==> src/rtl/irq_aggr_pkg.sv <==
package irq_aggr_pkg;
  localparam int NUM_SRC = 13;
  localparam int DATA_W  = 16;
  localparam int ADDR_W  = 6;
  localparam int LVL_W   = 4;
  localparam logic [LVL_W-1:0] LVL_NONE = '1;

  localparam logic [ADDR_W-1:0] OFS_MASK = 6'h00;
  localparam logic [ADDR_W-1:0] OFS_PWR  = 6'h30;
  localparam logic [ADDR_W-1:0] OFS_VER  = 6'h32;
  localparam logic [ADDR_W-1:0] OFS_PORT = 6'h36;

  // status-word bit owned by each priority level
  function automatic int unsigned lvl_bit(input int unsigned lvl);
    case (lvl)
      0: return 11;  1: return 9;   2: return 8;   3: return 12;
      4: return 10;  5: return 6;   6: return 5;   7: return 4;
      8: return 7;   9: return 14;  10: return 13; 11: return 0;
      default: return 15;
    endcase
  endfunction
endpackage

==> src/rtl/irq_src_status.sv <==
module irq_src_status
  import irq_aggr_pkg::*;
(
  input  logic              clk_i,
  input  logic              rst_ni,
  input  logic [NUM_SRC-1:0] src_i,
  output logic [DATA_W-1:0] status_o
);
  logic [DATA_W-1:0] status_d;

  always_comb begin
    status_d = '0;
    for (int l = 0; l < NUM_SRC; l++) status_d[lvl_bit(l)] = src_i[l];
  end

  always_ff @(posedge clk_i or negedge rst_ni)
    if (!rst_ni) status_o <= '0;
    else         status_o <= status_d;
endmodule

==> src/rtl/irq_prio_encoder.sv <==
module irq_prio_encoder
  import irq_aggr_pkg::*;
(
  input  logic              clk_i,
  input  logic              rst_ni,
  input  logic [DATA_W-1:0] status_i,
  input  logic [DATA_W-1:0] mask_i,
  output logic [LVL_W-1:0]  irl_o
);
  logic [DATA_W-1:0] qual;
  logic [LVL_W-1:0]  sel;

  assign qual = status_i & mask_i;

  // walk from least to most urgent so the smallest level is left standing
  always_comb begin
    sel = LVL_NONE;
    for (int l = NUM_SRC - 1; l >= 0; l--)
      if (qual[lvl_bit(l)]) sel = LVL_W'(l);
  end

  always_ff @(posedge clk_i or negedge rst_ni)
    if (!rst_ni) irl_o <= '0;
    else         irl_o <= sel ^ LVL_NONE;
endmodule

==> src/rtl/irq_reg_bank.sv <==
module irq_reg_bank
  import irq_aggr_pkg::*;
#(
  parameter logic [DATA_W-1:0] VERSION = 16'h0010
) (
  input  logic              clk_i,
  input  logic              rst_ni,
  input  logic [ADDR_W-1:0] addr_i,
  input  logic              wr_en_i,
  input  logic              rd_en_i,
  input  logic [DATA_W-1:0] wdata_i,
  output logic [DATA_W-1:0] rdata_o,
  output logic [DATA_W-1:0] mask_o,
  output logic [DATA_W-1:0] port_o,
  output logic              shutdown_o
);
  logic hit_mask, hit_port, hit_pwr, hit_ver;

  assign hit_mask = (addr_i == OFS_MASK);
  assign hit_port = (addr_i == OFS_PORT);
  assign hit_pwr  = (addr_i == OFS_PWR);
  assign hit_ver  = (addr_i == OFS_VER);

  always_ff @(posedge clk_i or negedge rst_ni)
    if (!rst_ni) begin
      mask_o     <= '0;
      port_o     <= '0;
      shutdown_o <= 1'b0;
    end else begin
      if (wr_en_i && hit_mask) mask_o <= wdata_i;
      if (wr_en_i && hit_port) port_o <= wdata_i;
      shutdown_o <= wr_en_i && hit_pwr && wdata_i[0];
    end

  always_comb begin
    rdata_o = '0;
    if (rd_en_i) begin
      if (hit_mask)     rdata_o = mask_o;
      else if (hit_port) rdata_o = port_o;
      else if (hit_ver)  rdata_o = VERSION;
    end
  end
endmodule

==> src/rtl/irq_level_aggr.sv <==
module irq_level_aggr
  import irq_aggr_pkg::*;
(
  input  logic               clk_i,
  input  logic               rst_ni,
  input  logic [NUM_SRC-1:0] src_i,
  input  logic [ADDR_W-1:0]  addr_i,
  input  logic               wr_en_i,
  input  logic               rd_en_i,
  input  logic [DATA_W-1:0]  wdata_i,
  output logic [DATA_W-1:0]  rdata_o,
  output logic [DATA_W-1:0]  port_o,
  output logic [LVL_W-1:0]   irl_o,
  output logic               shutdown_o
);
  logic [DATA_W-1:0] status_w;
  logic [DATA_W-1:0] mask_w;

  irq_src_status u_status (
    .clk_i    (clk_i),
    .rst_ni   (rst_ni),
    .src_i    (src_i),
    .status_o (status_w)
  );

  irq_reg_bank u_regs (
    .clk_i      (clk_i),
    .rst_ni     (rst_ni),
    .addr_i     (addr_i),
    .wr_en_i    (wr_en_i),
    .rd_en_i    (rd_en_i),
    .wdata_i    (wdata_i),
    .rdata_o    (rdata_o),
    .mask_o     (mask_w),
    .port_o     (port_o),
    .shutdown_o (shutdown_o)
  );

  irq_prio_encoder u_enc (
    .clk_i    (clk_i),
    .rst_ni   (rst_ni),
    .status_i (status_w),
    .mask_i   (mask_w),
    .irl_o    (irl_o)
  );
endmodule

==> config.mk <==
export PLATFORM = sky130hd
export DESIGN_NAME = irq_level_aggr
export DESIGN_NICKNAME = d
export VERILOG_FILES = /design/src/rtl/irq_aggr_pkg.sv /design/src/rtl/irq_src_status.sv /design/src/rtl/irq_prio_encoder.sv /design/src/rtl/irq_reg_bank.sv /design/src/rtl/irq_level_aggr.sv
export SDC_FILE = /design/constraint.sdc
export NUM_CORES = 1
export LEC_CHECK = 0
export CORE_ASPECT_RATIO = 1.75
export CORE_MARGIN = 4
export CORE_UTILIZATION = 46
export CTS_BUF_LIST = sky130_fd_sc_hd__clkbuf_2 sky130_fd_sc_hd__clkbuf_4 sky130_fd_sc_hd__clkbuf_8
export DETAILED_ROUTE_END_ITERATION = 10
export PLACE_DENSITY = 0.85
export SLEW_MARGIN = 10
export SYNTH_ARGS = -nofsm -noshare
export SYNTH_HDL_FRONTEND = slang
export SYNTH_SLANG_ARGS = --single-unit
==> constraint.sdc <==
create_clock -name clk_i -period 1.9 [get_ports clk_i]
set_input_delay 0.285 -clock clk_i [delete_from_list [all_inputs] [get_ports clk_i]]
set_output_delay 0.285 -clock clk_i [all_outputs]
set_load 0.02 [all_outputs]
==> impl.org, run 1 <==
** Clock tree
- Source-to-sink clock delay at the later pin of the worst-skew pair :: 0.30 ns
- Buffer depth of the longest clock path :: 2
- TritonCTS built the clock tree.
- In this run, CTS created clock tree buffers numbering 5.
- Clock Pin Slew Worst Setup and Hold Paths :: 0.08 ns
- H-tree Lvls :: 2
- # clock sinks :: 50
- Root cell of the clock tree :: sky130_fd_sc_hd__clkbuf_8

** Cells and area
- Multi-input gate area in the final layout :: 1020 um^2
- After filler insertion, the fill cell instance count of the layout stands at 286.
- Share of cells above drive strength 1 :: 0.416
- Nets@finish :: 293
- The library cells used most frequently in the layout, excluding fill and tap cells, are 52 x sky130_fd_sc_hd__clkdlybuf4s50_1, 50 x sky130_fd_sc_hd__dfrtp_1, 22 x sky130_fd_sc_hd__mux2_2, 16 x sky130_fd_sc_hd__buf_4, 15 x sky130_fd_sc_hd__nand2_1.
- Excluding fillers, the count of instances in the completed layout stands at 306.
- 0 antenna diodes ended up in the layout.
- From synthesis to final layout, the design area changed by 57.2%.
- Sequential cell area in the final layout :: 1250 um^2
- Utilization of the core after routing :: 0.757
- The library cell used most frequently in the layout, excluding fill and tap cells, is sky130_fd_sc_hd__clkdlybuf4s50_1.

** Worst setup path
- Worst path bufs/invs :: 4
- The critical path is of the in -> out type.
- Cell occurring most often along the worst timing path :: sky130_fd_sc_hd__buf_4
- Slowest cell on the critical path :: sky130_fd_sc_hd__or4_4
- CP startpoint kind :: primary input
- In this run the worst path has a maximum fanout of 4.
- Worst R2R Setup Slack :: 0.55 ns
- Critical path arrival :: 1.75 ns
- Worst reg2reg startpoint :: u_regs.mask_o[14]
- Worst reg-to-reg path cell count :: 4
- At the worst endpoint, the required time is 1.62 ns.
- The critical path goes through buf_6 > or4_4 > nor3_4 > buf_4 > buf_16 > a32oi_1 > nor2b_2 > buf_4.
- RR Endpoint :: u_enc.irl_o[1]
- Slowest Stage Delay on Critical Path :: 0.53 ns
- The worst setup path is captured at an output pin.
- The cell family contributing the most delay on the critical path is simple AND/OR/NAND/NOR gates.

** Placed design
- The congestion estimate from routability-driven global placement came to 0.736.
- Count of input and output buffers :: 75
- The wire-length estimate of the detail-placed layout is 3.78 mm.
- # placed instances :: 291

** Die
- Pin placement for this block handled 76 I/O pins.
- The die is 98.7 um tall.
- Number of placement rows :: 32
- The region available for standard cell placement spans 4480 um^2.
- Effective utilization at floorplan :: 0.482
- In this run the horizontal extent of the chip is 59.8 um.
- Die area :: 5900 um^2

** Detailed routing
- DRC viols :: 0
- Violation count after the first detailed-route iteration :: 38
- Antenna-violating nets left :: 0
- The routed layout has 1702 vias.
- Final wirelength :: 5.75 mm
- After detailed routing, the average wire length per cell comes to 18.8 um.
- First-pass DRT Iterations :: 4
- Via count normalized by instance count :: 5.56

** Logic synthesis
- After synthesis the netlist holds a flip-flop and latch count of 50.
- Yosys warning total :: 0
- For this run, asynchronously set or reset flops after synthesis account for 1.00.
- The mapped netlist covers 2160 um^2.
- When the netlist entered floorplanning its net count stood at 200.
- In the synthesized netlist the dominant register cell turns out to be sky130_fd_sc_hd__dfrtp_1.
- Count of flip-flops with a built-in enable after synthesis :: 0
- Syn Inst Count :: 161
- Of the synthesized area, sequential elements account for 0.579.
- Synthesized area per cell :: 13.4 um^2
- Synth unique cells :: 28

** STA
- RSZ-0062 raised after global routing :: true
- The worst path in the final design needs a cycle of 2.03 ns, including I/O delays and setup.
- Final setup skew :: 0.00887 ns
- Timing would allow up to 492 MHz.
- The max-slew violation count came to 0.
- Of the available clock period, the critical path in the final layout requires 1.07.
- Setup violations remaining at the end of the flow were counted as 16.
- Minimum setup slack in the final design :: -0.131 ns
- For the pin with the worst max-slew slack, the measured transition is 0.324 ns.
- Max-slew headroom :: 0.784
- Final number of hold-violating endpoints :: 0

** Status
- The flow ran to the end, but the final reports show violations.
- The checks that failed: negative setup slack.

** Pwr
- Clock network fraction of total power :: 0.249
- Net switching component of the power :: 0.000688 W
- Of the total power, registers draw 0.515.
- For this design the static power due to leakage is 1.54 nW.
- Power spread over the standard cell area amounts to 747 nW/um^2.
- The internal portion of the total power is 0.00185 W.
- Across the VDD grid, the largest voltage drop is 0.723 mV.
- The share of total power dissipated in combinational logic is 0.236.
- The design draws 0.00254 W.
- Fraction of power spent switching nets :: 0.271

** Hold path
- The tightest min-delay check is of the in -> reg type.
- The worst hold path begins at src_i[0].
- Worst hold stages :: 1
- WHS Endpoint :: u_status.status_o[11]

** GRT
- The via count of the first global-routing pass came to 1796.
- Total GRT Usage :: 0.204
- Overflow left after global routing :: 0
- Pin count of the biggest net entering global routing :: 51
- Wire length of the first global-routing pass :: 8.95 mm
- The number of antenna violations at the first check in global routing was 0.

** Run
- Across the run, the number of max-cap violations was 0.
[cell usage after synthesis (all sizes together) (2+ instances only)]
library cell / instances / share of area
nand4: 2 / 0.0058
dfrtp: 50 / 0.58
clkbuf: 2 / 0.0035
nor2b: 16 / 0.046
a22o: 2 / 0.0081
buf: 4 / 0.012
a21oi: 3 / 0.0069
a22oi: 16 / 0.056
nand3: 2 / 0.0046
nand2: 16 / 0.031
mux2: 32 / 0.18
a32oi: 2 / 0.0081
nor2: 2 / 0.0035
[worst max-delay path by stage]
| stage | slack, ns | endpoint | start | cells past startpoint |
|---|---|---|---|---|
| CTS | -0.09 | rdata_o[1] | addr_i[0] | 8 |
| global placement | -0.89 | rdata_o[4] | addr_i[1] | 7 |
| floorplan | -0.06 | rdata_o[4] | addr_i[1] | 5 |
| global route | -0.14 | rdata_o[4] | addr_i[0] | 8 |
| detailed placement | -0.95 | rdata_o[1] | addr_i[1] | 7 |
| finish | -0.13 | rdata_o[4] | addr_i[0] | 8 |
[stage by stage]
stage	worst slack, ns	instance area [um^2]	hold slack [ns]	setup TNS (ns)
after floorplan	-0.0581	2280	-0.0106	-0.517
after global placement	-0.889	3180	0.288	-25.12
after detailed placement	-0.947	3180	0.288	-26.26
after CTS	-0.0879	3400	0.407	-0.867
after global routing	-0.142	3400	0.408	-1.84
final	-0.131	3400	0.418	-1.25
[state kept, by name (all words and copies together), names as in the netlist]
| signal | flops |
|---|---|
| u_regs.mask_o | 16 |
| u_enc.irl_o | 4 |
| u_regs.shutdown_o | 1 |
| u_status.status_o | 13 |
| u_regs.port_o | 16 |
[power by group through the flow]
stage | registers, W | clock network [W] | logic (W)
detailed placement | 0.00132 | 0 | 0.000596
finish | 0.00131 | 0.000632 | 0.000598
floorplan | 0.00139 | 0 | 0.000191
global placement | 0.00132 | 0 | 0.000585
CTS | 0.00131 | 0.000644 | 0.000604
global route | 0.00132 | 0.000695 | 0.000640
[cells by family after synthesis]
group	synth area share
AO/OA/AOI/OAI	0.0973
buffers and inverters	0.0156
flip-flops	0.579
multiplexers	0.184
AND/OR/NAND/NOR	0.124
[layout make-up]
type,count,share of cell area
Sequential cell,50,0.368
Tap cell,51,0.0188
Multi-Input combinational cell,105,0.299
Clock buffer,7,0.0265
Timing Repair Buffer,92,0.286
Clock inverter,1,0.00147
[timing repair]
item | 4_1_cts | 5_1_grt
cloned | 3 | 0
setup buffers | 3 | 0
gates resized for setup | 113 | 2
hold buffers | 1 | 0
setup endpoints to repair | 32 | 16
hold endpoints to repair | 50 | 0
pin swaps | 10 | 3
[routing by layer]
| metal | routed length [um] | up-vias | track usage |
|---|---|---|---|
| met5 | 0 | - | 0 |
| met4 | 116 | 0 | 0.0734 |
| met3 | 338 | 11 | 0.0406 |
| met2 | 3140 | 77 | 0.350 |
| met1 | 2160 | 839 | 0.244 |
| li1 | - | 775 | - |
Note: power is estimated with default switching activity, not from simulation.
==> run 2: changes to the inputs <==
- SLEW_MARGIN: 10 -> 20
==> results of run 2 <==
Same layout as run 1: the final DEF is identical, and so are final timing and power.
